==> src/rtl/fsu_pkg.sv <==
// Package: shared constants and types of the flash status register unit.
// Assumes an 8-bit status word with fixed bit meanings decoded by software.
package fsu_pkg;
    localparam int STAT_W    = 8;
    localparam int ERR_N     = 4;
    localparam int READY_BIT = 7;
    localparam int SUSP_BIT  = 6;
    localparam int PEND_BIT  = 0;
    // status bit fed by each error category, in eng_err index order
    localparam int ERR_POS [ERR_N] = '{1, 3, 4, 5};
    localparam logic [STAT_W-1:0] STAT_RST = 8'h80;

    typedef enum logic [1:0] {
        ENG_IDLE = 2'd0,
        ENG_BUSY = 2'd1,
        ENG_PEND = 2'd2,
        ENG_SUSP = 2'd3
    } eng_state_t;
endpackage

==> src/rtl/fsu_engine_track.sv <==
// Module: follows the program/erase engine through idle, busy, suspend
// pending and suspended. Assumes event inputs are single-cycle pulses; an
// event that does not fit the current state is ignored.
module fsu_engine_track
    import fsu_pkg::*;
(
    input  logic       clk,
    input  logic       rst_n,
    input  logic       start,
    input  logic       paused,
    input  logic       done,
    input  logic       suspend,
    input  logic       resume,
    output eng_state_t state
);
    eng_state_t state_d;

    // next engine state; done outranks suspend and paused
    always_comb begin
        state_d = state;
        unique case (state)
            ENG_IDLE: if (start) state_d = ENG_BUSY;
            ENG_BUSY: begin
                if (done)         state_d = ENG_IDLE;
                else if (suspend) state_d = ENG_PEND;
            end
            ENG_PEND: begin
                if (done)         state_d = ENG_IDLE;
                else if (paused)  state_d = ENG_SUSP;
            end
            ENG_SUSP: if (resume) state_d = ENG_BUSY;
            default:  state_d = ENG_IDLE;
        endcase
    end

    // state register with synchronous reset to idle
    always_ff @(posedge clk) begin
        if (!rst_n) state <= ENG_IDLE;
        else        state <= state_d;
    end
endmodule

==> src/rtl/fsu_err_flags.sv <==
// Module: sticky error flags, one per category. Assumes a clear in the same
// cycle as an event takes priority.
module fsu_err_flags #(
    parameter int N = 4
) (
    input  logic         clk,
    input  logic         rst_n,
    input  logic         clr,
    input  logic [N-1:0] evt,
    output logic [N-1:0] flags
);
    for (genvar g = 0; g < N; g++) begin : g_flag
        // one flag: set by its event, dropped by clear or reset
        always_ff @(posedge clk) begin
            if (!rst_n || clr) flags[g] <= 1'b0;
            else if (evt[g])   flags[g] <= 1'b1;
        end
    end
endmodule

==> src/rtl/fsu_read_mode.sv <==
// Module: chooses whether bus reads return status or array data. Assumes the
// engine state is the registered state of the current cycle.
module fsu_read_mode
    import fsu_pkg::*;
(
    input  logic       clk,
    input  logic       rst_n,
    input  logic       start,
    input  logic       rd_status,
    input  logic       rd_array,
    input  eng_state_t state,
    output logic       sel_status
);
    logic may_leave;

    // array reads may be chosen only while the engine is not running
    always_comb may_leave = (state == ENG_IDLE) || (state == ENG_SUSP);

    // read-select register; an accepted start forces status reads
    always_ff @(posedge clk) begin
        if (!rst_n)                                sel_status <= 1'b0;
        else if (start && state == ENG_IDLE)       sel_status <= 1'b1;
        else if (rd_status)                        sel_status <= 1'b1;
        else if (rd_array && may_leave)            sel_status <= 1'b0;
    end
endmodule

==> src/rtl/fsu_snapshot.sv <==
// Module: copies the status word on a falling chip-enable or output-enable
// edge and holds it. Assumes strobes are already synchronous to clk.
module fsu_snapshot #(
    parameter int                W       = 8,
    parameter logic [W-1:0]      RST_VAL = '0
) (
    input  logic         clk,
    input  logic         rst_n,
    input  logic         ce_n,
    input  logic         oe_n,
    input  logic         burst,
    input  logic [W-1:0] status_in,
    output logic [W-1:0] data
);
    logic ce_q, oe_q, fall;

    // strobe history; follows the pins even in reset so no false edge appears
    always_ff @(posedge clk) begin
        ce_q <= ce_n;
        oe_q <= oe_n;
    end

    // a fall on either strobe starts a read
    always_comb fall = (ce_q && !ce_n) || (oe_q && !oe_n);

    // copy register; burst reads leave it untouched
    always_ff @(posedge clk) begin
        if (!rst_n)               data <= RST_VAL;
        else if (fall && !burst)  data <= status_in;
    end
endmodule

==> src/rtl/flash_status_unit.sv <==
// Module: top of the flash status register unit. Builds the status word from
// engine state and sticky error flags and presents a strobe-timed copy.
// Assumes all inputs are synchronous to clk.
module flash_status_unit
    import fsu_pkg::*;
(
    input  logic                 clk,
    input  logic                 rst_n,
    input  logic                 cmd_rd_status,
    input  logic                 cmd_rd_array,
    input  logic                 cmd_clr_status,
    input  logic                 cmd_suspend,
    input  logic                 cmd_resume,
    input  logic                 eng_start,
    input  logic                 eng_paused,
    input  logic                 eng_done,
    input  logic [ERR_N-1:0]     eng_err,
    input  logic                 ce_n,
    input  logic                 oe_n,
    input  logic                 burst_rd,
    output logic [STAT_W-1:0]    rd_data,
    output logic                 rd_sel_status
);
    eng_state_t          eng_state;
    logic [ERR_N-1:0]    err_flags;
    logic [STAT_W-1:0]   status_w;

    fsu_engine_track u_eng (
        .clk     (clk),
        .rst_n   (rst_n),
        .start   (eng_start),
        .paused  (eng_paused),
        .done    (eng_done),
        .suspend (cmd_suspend),
        .resume  (cmd_resume),
        .state   (eng_state)
    );

    fsu_err_flags #(.N(ERR_N)) u_err (
        .clk   (clk),
        .rst_n (rst_n),
        .clr   (cmd_clr_status),
        .evt   (eng_err),
        .flags (err_flags)
    );

    fsu_read_mode u_mode (
        .clk        (clk),
        .rst_n      (rst_n),
        .start      (eng_start),
        .rd_status  (cmd_rd_status),
        .rd_array   (cmd_rd_array),
        .state      (eng_state),
        .sel_status (rd_sel_status)
    );

    // assemble the live status word from state and flags
    always_comb begin
        status_w            = '0;
        status_w[READY_BIT] = (eng_state == ENG_IDLE) || (eng_state == ENG_SUSP);
        status_w[SUSP_BIT]  = (eng_state == ENG_SUSP);
        status_w[PEND_BIT]  = (eng_state == ENG_PEND);
        for (int i = 0; i < ERR_N; i++) status_w[ERR_POS[i]] = err_flags[i];
    end

    fsu_snapshot #(.W(STAT_W), .RST_VAL(STAT_RST)) u_snap (
        .clk       (clk),
        .rst_n     (rst_n),
        .ce_n      (ce_n),
        .oe_n      (oe_n),
        .burst     (burst_rd),
        .status_in (status_w),
        .data      (rd_data)
    );
endmodule

==> config.mk <==
export PLATFORM = sky130hd
export DESIGN_NAME = flash_status_unit
export DESIGN_NICKNAME = d
export VERILOG_FILES = /design/src/rtl/fsu_pkg.sv /design/src/rtl/fsu_engine_track.sv /design/src/rtl/fsu_err_flags.sv /design/src/rtl/fsu_read_mode.sv /design/src/rtl/fsu_snapshot.sv /design/src/rtl/flash_status_unit.sv
export SDC_FILE = /design/constraint.sdc
export NUM_CORES = 1
export LEC_CHECK = 0
export BUFFER_PORTS_ARGS = -buffer_cell sky130_fd_sc_hd__buf_4
export CORE_MARGIN = 10
export CORE_UTILIZATION = 40
export DETAILED_ROUTE_END_ITERATION = 8
export GPL_ROUTABILITY_DRIVEN = 1
export GPL_TIMING_DRIVEN = 0
export PLACE_DENSITY = 0.7
export SETUP_SLACK_MARGIN = 0.4
export SLEW_MARGIN = 15
export SYNTH_ARGS = -nofsm -noshare
export SYNTH_HDL_FRONTEND = slang
export SYNTH_SLANG_ARGS = --single-unit
==> constraint.sdc <==
create_clock -name clk -period 2.4 [get_ports clk]
set_clock_uncertainty 0.15 [all_clocks]
set_input_delay 0.24 -clock clk [delete_from_list [all_inputs] [get_ports clk]]
set_output_delay 0.24 -clock clk [all_outputs]
set_load 0.01 [all_outputs]
==> results of run 1 <==
[state kept, by name, indices dropped and copies added, names as in the netlist]
name	cells
u_mode.sel_status	1
u_eng.state	2
u_snap.data	7
u_err.flags	4
u_snap.oe_q	1
u_snap.ce_q	1
[critical path: stages (launching register included)]
cell	delay, ns
dfxtp_1	0.43
inv_1	0.10
ha_1	0.21
nor2b_1	0.13
a221o_1	0.29
a21oi_2	0.16
o221a_2	0.20
[logic make-up after synthesis]
kind of cell,share of synthesized area
AND/OR/NAND/NOR,0.1764
flip-flops,0.4655
adder cells (fa/ha/maj),0.09091
other,0.005449
AO/OA/AOI/OAI,0.1073
buffers and inverters,0.03817
multiplexers,0.1164
[power groups by stage]
stage / Sequential [uW] / Clock [uW] / Combinational, uW
2_1_floorplan: 292 / 0 / 47.6
3_3_place_gp: 292 / 0 / 84.8
3_5_place_dp: 292 / 0 / 87.5
4_1_cts: 286 / 182 / 90.3
5_1_grt: 288 / 195 / 101
6_report: 286 / 180 / 89.2
[area by class of cell]
cell class	count	area, um^2	share of cell area
Clock buffer	4	36.28	0.03841
Tap cell	16	20.02	0.02119
Multi-Input combinational cell	48	341.6	0.3616
Sequential cell	16	320.3	0.3391
Timing Repair Buffer	26	200.2	0.2119
Buffer	2	11.26	0.01192
Inverter	4	15.01	0.01589
[worst max path at each step]
stage               slack [ns]  cells after the start              to
finish                    0.68                      6  u_eng.state[0]
global route              0.55                      6  u_eng.state[0]
CTS                       0.69                      6  u_eng.state[0]
detailed placement        0.71                      6  u_eng.state[0]
global placement          0.74                      6  u_eng.state[0]
floorplan                 0.84                      6  u_eng.state[0]
[cells in the mapped netlist, drive strengths merged]
library cell  instances
and2                  1
nand2                 2
inv                   4
nand2b                3
o21ai                 3
a21oi                 3
nor2                 12
nor2b                 7
a21boi                1
conb                  1
clkbuf                1
mux2i                 8
buf                   1
dfxtp                16
ha                    5
o221a                 1
a221o                 1
[layer usage]
metal  GRT usage  up-vias
met3     0.03909        0
met1     0.09102      255
li1            -      285
met2      0.1538       14
met4     0.02866        0
met5           0        -
[placed cells by master (no fill, tap or decap)]
cell           instances
o221a_2                1
inv_1                  4
a21oi_4                1
nor2b_1                7
dlygate4sd3_1          2
ha_1                   5
dfxtp_1               16
clkbuf_4               3
nor2_1                12
a21boi_0               1
conb_1                 1
a21oi_2                1
o21ai_0                3
clkbuf_8               1
buf_4                 25
nand2_1                2
a221o_1                1
nand2b_1               3
a21oi_1                1
mux2i_1                8
clkbuf_1               1
and2_1                 1
[metrics by stage]
stage	hold slack (ns)	util	total power, uW
6_report	0.002693	0.6059	555.3
5_1_grt	0.03627	0.6059	583.3
4_1_cts	0.001056	0.6059	558.5
3_5_place_dp	0.2046	0.5698	379.7
3_3_place_gp	0.2017	0.5698	376.7
2_1_floorplan	0.1177	-	340.0
==> impl_metrics.ini, run 1 <==
[run_status]
outcome = completed

[routing]
drt_iter0_drc = 15
vias = 554
dr.pass1.iters = 4
wl_met1_um = 619
drt-total-wl_mm = 1.510
wl_met2_um = 760
topRoutingLayerUsed = met3
drc = 0
ant_nets = 0
via_per_inst = 4.776
routed-wl-met3_um = 130
wire_per_inst_um = 13.02

[worst_setup_path]
endpoint_kind = flip-flop
crit_path_start_kind = flip-flop
r2r-start = u_eng.state[0]
rr_endpoint = u_eng.state[0]
ff2ff_setup_slack_ns = 0.68
rr_worst_depth = 6
cp.required_ns = 2.49
cp_data_arrival_time_ns = 1.81
critPathMaxFanout = 5
crit_path_start = u_eng.state[0]
worstSetupPathType = reg2reg

[clock_tree]
cts_tree = yes
cts_num_sinks = 16
root_buffer = clkbuf_4
path_clk_slew_ns = 0.10
cts.repair.resized = 0
cts_buffer_depth = 2
cts_setup_buffers = 0
worstSkewPairLatency_ns = 0.29
numCtsBuffers = 3
h-tree-depth = 1
postCtsHoldBufs = 2

[place]
dpl_cell_area_um2 = 888.4
gp_congestion = 0.6731
post-place-ws_ns = 0.7077
dpl.cell_count = 110
hpwl_mm = 1.213
portBuffers = 24

[synth]
syn_inst = 70
synthesis.area_um2 = 688.2
synth_top_area_frac = 0.4655
syn_area_per_cell_um2 = 9.831
ys_seq_elements = 16
synth.largest_area_cell = dfxtp_1
netlist_top_cells_area = dfxtp_1, mux2i_1, ha_1
synthesis.nets = 92
ys_seq_area_frac = 0.4655
synth_cell_types = 19
ys_warn_count = 0

[min_path]
hp-start = eng_err[2]
min_to = u_err.flags[2]
worstHoldPathCells = 3
worstHoldPathType = in2reg

[die]
io_pins = 26
dieWidth_um = 61.48
die_area_um2 = 3779
start_util = 0.4414
core_area_um2 = 1559
placementRows = 14
fp.dieH_um = 61.48

[power_and_ir_drop]
p_int_uw = 420.8
ir_drop_uv = 377.2
pwr-share-comb = 0.161
power_switching_uw = 134.5
power_frac_seq = 0.515
p_leak_uw = 0.0004297
p_sw_frac = 0.2422
power_density_nw_per_um2 = 587.8
power.share.clock = 0.324

[sta]
final_hold_viol_count = 0
setup_viol_count_final = 0
grt_setup_unrepaired = false
fmax_ghz = 0.5819
fin_crit_sh = 0.7161
fin_ws_ns = 0.6814
fin_setup_tns_ns = 0
period_minus_slack_ns = 1.719
finalMaxSlewViolations = 0

[final_layout]
drive_gt1_frac = 0.3200
fillers = 140
finalNetCount = 123
diodes = 0
syn2layout_area_growth_pct = 37.27
fin_area_um2 = 944.7
layout.cells.non_filler = 116

[global_route]
grt_usage = 0.08739
grt_max_degree = 11
grt_pass1_wl_mm = 2.518
grt_pass1_vias = 590
gr-total-overflow = 0
antenna_found_initial = 0

[flow_run]
max_cap_viol_count = 0
Note: power is estimated with default switching activity, not from simulation.
==> run 2: changes to the inputs <==
- clock period: 2.4 -> 1.6 ns (I/O delays scaled with it)
==> run 2 against run 1 <==
  * The flow now finishes with violations (hold timing)
  * Clock power rose by 49%
  * Die area did not move
  * Via count rose by 8.8%
  * Worst setup slack got worse by 0.63 ns
  * Register-to-register slack got worse by 0.63 ns
==> impl_metrics.ini, run 2 (synthesis results as in run 1) <==
[power_and_ir_drop]
power.share.clock = 0.300
p_leak_uw = 0.0005108
ir_drop_uv = 800.3
p_sw_frac = 0.2460
power_frac_seq = 0.486
p_int_uw = 673.8
power_density_nw_per_um2 = 790.1
pwr-share-comb = 0.214
power_switching_uw = 219.8

[final_layout]
diodes = 0
fillers = 113
layout.cells.non_filler = 127
fin_area_um2 = 1131
largestRegisters = u_snap.data x7, u_err.flags x4, u_eng.state x2
final_common_cell = buf_4
final_cell_mix = buf_4, nor2_1, dfxtp_1, mux2i_1
multi_input_area_um2 = 399.1
syn2layout_area_growth_pct = 64.36
drive_gt1_frac = 0.4775
finalNetCount = 134
regArea_um2 = 330.3
largest_reg_flops = 7
regMostFlops = u_snap.data

[routing]
drt_iter0_drc = 9
ant_nets = 0
via_per_inst = 4.748
wire_per_inst_um = 14.28
drt-total-wl_mm = 1.813
drc = 0
vias = 603
dr.pass1.iters = 4

[worst_setup_path]
crit_path_start_kind = flip-flop
cp.required_ns = 1.67
worstSetupPathType = reg2reg
r2r-start = u_eng.state[0]
cp_slowest_cell = dfxtp_4
rr_endpoint = u_eng.state[1]
endpoint_kind = flip-flop
critPathMaxFanout = 5
slowest_delay_ns = 0.40
path_cells = inv_4 -> ha_4 -> nor2b_4 -> a221o_1 -> a21oi_2 -> mux2i_1
rr_worst_depth = 6
ff2ff_setup_slack_ns = 0.05
cp_data_arrival_time_ns = 1.62

[global_route]
gr-total-overflow = 0
grt_pass1_wl_mm = 2.849
grt_pass1_vias = 639
grt_max_degree = 11
grt_usage = 0.1006
antenna_found_initial = 0

[clock_tree]
cts_num_sinks = 16
numCtsBuffers = 3
h-tree-depth = 1
cts_buffer_depth = 2
root_buffer = clkbuf_4
cts_tree = yes
worstSkewPairLatency_ns = 0.28
path_clk_slew_ns = 0.10

[sta]
finalMaxSlewViolations = 0
final_hold_viol_count = 1
fmax_ghz = 0.6447
fin_crit_sh = 0.9695
grt_setup_unrepaired = true
worst_hold_slack_ns = -0.003330
period_minus_slack_ns = 1.551
setup_viol_count_final = 0

[die]
core_area_um2 = 1559
die_area_um2 = 3779
start_util = 0.4414
dieWidth_um = 61.48
placementRows = 14
fp.dieH_um = 61.48
io_pins = 26

[place]
hpwl_mm = 1.205
dpl.cell_count = 110
dpl_cell_area_um2 = 893.4
portBuffers = 24
gp_congestion = 0.7099

[min_path]
worstHoldPathType = in2reg
min_to = u_mode.sel_status
worstHoldPathCells = 3
hp-start = cmd_rd_status

[run_status]
violations = hold timing
outcome = complete, but fails checks

[flow_run]
max_cap_viol_count = 0
[run 2: cell types whose count changed in the layout (fill, tap and decap cells not counted), moves of 3 or more]
cell and change:
buf_4 +3, dfxtp_1 -4, buf_6 +3, dlygate4sd3_1 +4
[run 2: how the worst max path moves through the flow]
stage	cells past startpoint	to	slack, ns	start
after global placement	6	u_eng.state[1]	0.05	u_eng.state[0]
after CTS	6	u_eng.state[1]	0.05	u_eng.state[0]
final	6	u_eng.state[1]	0.05	u_eng.state[0]
after floorplan	6	u_eng.state[0]	0.12	u_eng.state[1]
after global routing	6	u_eng.state[1]	-0.06	u_eng.state[0]
after detailed placement	6	u_eng.state[1]	0.02	u_eng.state[0]
[run 2: what timing repair did]
| action | in CTS | in global routing |
|---|---|---|
| setup buffers | 4 | 3 |
| hold buffers | 6 | 0 |
| gates resized for setup | 7 | 13 |
| gates cloned | 0 | 0 |
| endpoints found under the setup margin | 10 | 10 |
| pin swaps | 2 | 5 |
| endpoints found under the hold margin | 6 | 0 |
[run 2: power groups by stage]
stage	Clock, uW	Sequential [uW]	Combinational, uW
floorplan	0	440	72.7
global route	298	437	209
detailed placement	0	440	131
global placement	0	439	128
finish	268	434	191
CTS	269	433	167
[run 2: area by class of cell]
cell class              count  share of cell area
clock buffers               4             0.03208
well taps                  16             0.01770
repair buffers             37              0.2799
flip-flops and latches     16              0.2920
plain buffers               2            0.009956
multi-input cells          48              0.3529
inverters                   4             0.01549
[run 2: layer usage]
metal	vias to the layer above	routed length [um]	track usage
met1	275	693	0.09779
li1	306	-	-
met5	-	0	0
met4	0	0	0.02866
met2	22	970	0.1849
met3	0	148	0.04938
[run 2: worst max-delay path, delay by kind of cell (launching register included)]
family          cells  cell delay [ns]
flops               1             0.40
compound gates      2             0.44
mux                 1             0.19
fa+ha+maj           1             0.15
simple gates        1             0.11
buf+inv             1             0.05
[run 2: per-stage QoR]
step                total power (uW)  hold WS, ns  setup slack [ns]  setup TNS (ns)    util
finish                         893.6    -0.003330           0.04878               0  0.7255
global route                   943.7     0.001824          -0.05763        -0.09005  0.7255
CTS                            869.8      0.01995           0.04742               0  0.6774
detailed placement             571.2       0.1254           0.02158               0  0.5730
global placement               567.3       0.1213           0.04839               0  0.5730
floorplan                      513.0      0.03772            0.1218               0       -
==> run 3: changes to the inputs <==
- GPL_TIMING_DRIVEN: 0 -> not set
- HOLD_SLACK_MARGIN: not set -> 0.12
==> run 3 against run 2 <==
  * The flow now finishes without violations
  * Largest power group unchanged
  * Sequential power about the same
  * Sequential share of layout area increased by 0.051 points
  * Largest cell class unchanged
  * Power decreased by 7.6%
  * Worst setup slack got worse by 0.0019 ns
  * Via count increased by 0.83%
  * Global-route usage about the same
  * Clock power decreased by 26%
  * Cell area decreased by 0.55%
  * Register-to-register slack about the same
  * Wire length decreased by 4.3%
  * Critical path depth unchanged
==> impl_metrics.ini, run 3 (synthesis results as in run 1) <==
[run_status]
outcome = completed

[routing]
ant_nets = 0
topRoutingLayerUsed = met4
drc = 0
drt-total-wl_mm = 1.735
via_per_inst = 4.713
wl_met1_um = 699
vias = 608
wire_per_inst_um = 13.45
dr.pass1.iters = 4
routed-wl-met3_um = 129
wl_met2_um = 879
drt_iter0_drc = 9

[global_route]
antenna_found_initial = 0
grt_pass1_vias = 626
grt_usage = 0.1003
grt_max_degree = 13
gr-total-overflow = 0
grt_pass1_wl_mm = 2.842

[worst_setup_path]
ff2ff_setup_slack_ns = 0.05
crit_path_start_kind = flip-flop
r2r-start = u_eng.state[1]
rr_worst_depth = 6
rr_endpoint = u_eng.state[1]
cp.required_ns = 1.65
worstSetupPathType = reg2reg
critPathMaxFanout = 4
cp_data_arrival_time_ns = 1.61
endpoint_kind = flip-flop

[sta]
final_hold_viol_count = 0
fin_ws_ns = 0.04686
setup_viol_count_final = 0
fin_crit_sh = 0.9707
fin_setup_tns_ns = 0
finalMaxSlewViolations = 0
grt_setup_unrepaired = true
fmax_ghz = 0.6439
period_minus_slack_ns = 1.553

[final_layout]
final_cell_mix = buf_4, dfxtp_1, nor2_1, dlygate4sd3_1, mux2i_1
syn2layout_area_growth_pct = 63.45
largestRegisters = u_snap.data x7, u_err.flags x4, u_eng.state x2
layout.cells.non_filler = 129
diodes = 0
regMostFlops = u_snap.data
drive_gt1_frac = 0.4071
final_core_util = 0.7215
final_common_cell = buf_4
fillers = 122
finalNetCount = 137
largest_reg_flops = 7

[place]
dpl.cell_count = 108
post-place-ws_ns = 0.04053
hpwl_mm = 1.167
gp_congestion = 0.6379
portBuffers = 24

[power_and_ir_drop]
p_sw_frac = 0.2411
power.share.clock = 0.240
p_int_uw = 626.6
power_switching_uw = 199.1
ir_drop_uv = 579.8
power_frac_seq = 0.523
p_leak_uw = 0.0005072
power_density_nw_per_um2 = 734.1
pwr-share-comb = 0.237

[min_path]
worstHoldPathCells = 4
min_to = u_eng.state[1]
hp-start = eng_paused
worstHoldPathType = in2reg

[clock_tree]
path_clk_slew_ns = 0.08
cts_tree = yes
worstSkewPairLatency_ns = 0.27
numCtsBuffers = 3
cts_num_sinks = 16
cts_buffer_depth = 2
root_buffer = clkbuf_4
h-tree-depth = 1

[die]
die_area_um2 = 3779
fp.dieH_um = 61.48
dieWidth_um = 61.48
start_util = 0.4414
core_area_um2 = 1559
io_pins = 26
placementRows = 14

[flow_run]
max_cap_viol_count = 0
==> run 3: what timing repair did <==
action | 4_1_cts | 5_1_grt
pin swaps | 3 | 2
buffers inserted | 6 | 0
endpoints found under the setup margin | 10 | 10
gates resized for setup | 2 | 10
hold buffers | 12 | 0
hold endpoints to repair | 16 | 0
==> run 3: area by class of cell <==
class | count | area (um^2) | share of cell area
flip-flops and latches | 16 | 329.1 | 0.2925
well taps | 16 | 20.02 | 0.01780
multi-input cells | 48 | 375.4 | 0.3337
inverters | 4 | 20.02 | 0.01780
repair buffers | 42 | 357.8 | 0.3181
clock buffers | 3 | 22.52 | 0.02002
==> run 3: power by group through the flow <==
stage / clock network (uW) / logic [uW] / registers (uW)
floorplan: 0 / 72.7 / 440
global route: 232 / 215 / 435
detailed placement: 0 / 128 / 440
CTS: 209 / 179 / 430
finish: 198 / 196 / 432
global placement: 0 / 127 / 439
==> run 3: worst max-delay path by stage <==
stage                         from        endpoint  slack, ns  depth (start not counted)
CTS                 u_eng.state[1]  u_eng.state[1]       0.05                          6
global placement    u_eng.state[0]  u_eng.state[1]       0.07                          6
floorplan           u_eng.state[1]  u_eng.state[0]       0.12                          6
finish              u_eng.state[1]  u_eng.state[1]       0.05                          6
detailed placement  u_eng.state[1]  u_eng.state[0]       0.04                          6
global route        u_eng.state[1]  u_eng.state[1]      -0.05                          6
==> run 3: worst max-delay path, stage by stage, from the launching register on <==
cell and delay (ns):
dfxtp_4 0.38, inv_4 0.05, ha_4 0.15, nor2b_4 0.11
a221o_1 0.29, a21oi_2 0.15, mux2i_1 0.19
==> run 3: through the flow <==
| stage | hold slack [ns] | instance area, um^2 | total power [uW] |
|---|---|---|---|
| 6_report | 0.1396 | 1125 | 825.7 |
| 3_3_place_gp | 0.1219 | 882.1 | 565.8 |
| 4_1_cts | 0.1345 | 1095 | 817.8 |
| 5_1_grt | 0.1616 | 1125 | 881.9 |
| 2_1_floorplan | 0.03772 | 693.2 | 513.0 |
| 3_5_place_dp | 0.1240 | 882.1 | 567.7 |
==> run 3: layer usage <==
| metal | global-route usage | vias to the layer above |
|---|---|---|
| met4 | 0.03822 | 0 |
| met1 | 0.1062 | 272 |
| met5 | 0 | - |
| li1 | - | 314 |
| met3 | 0.03909 | 4 |
| met2 | 0.1760 | 18 |
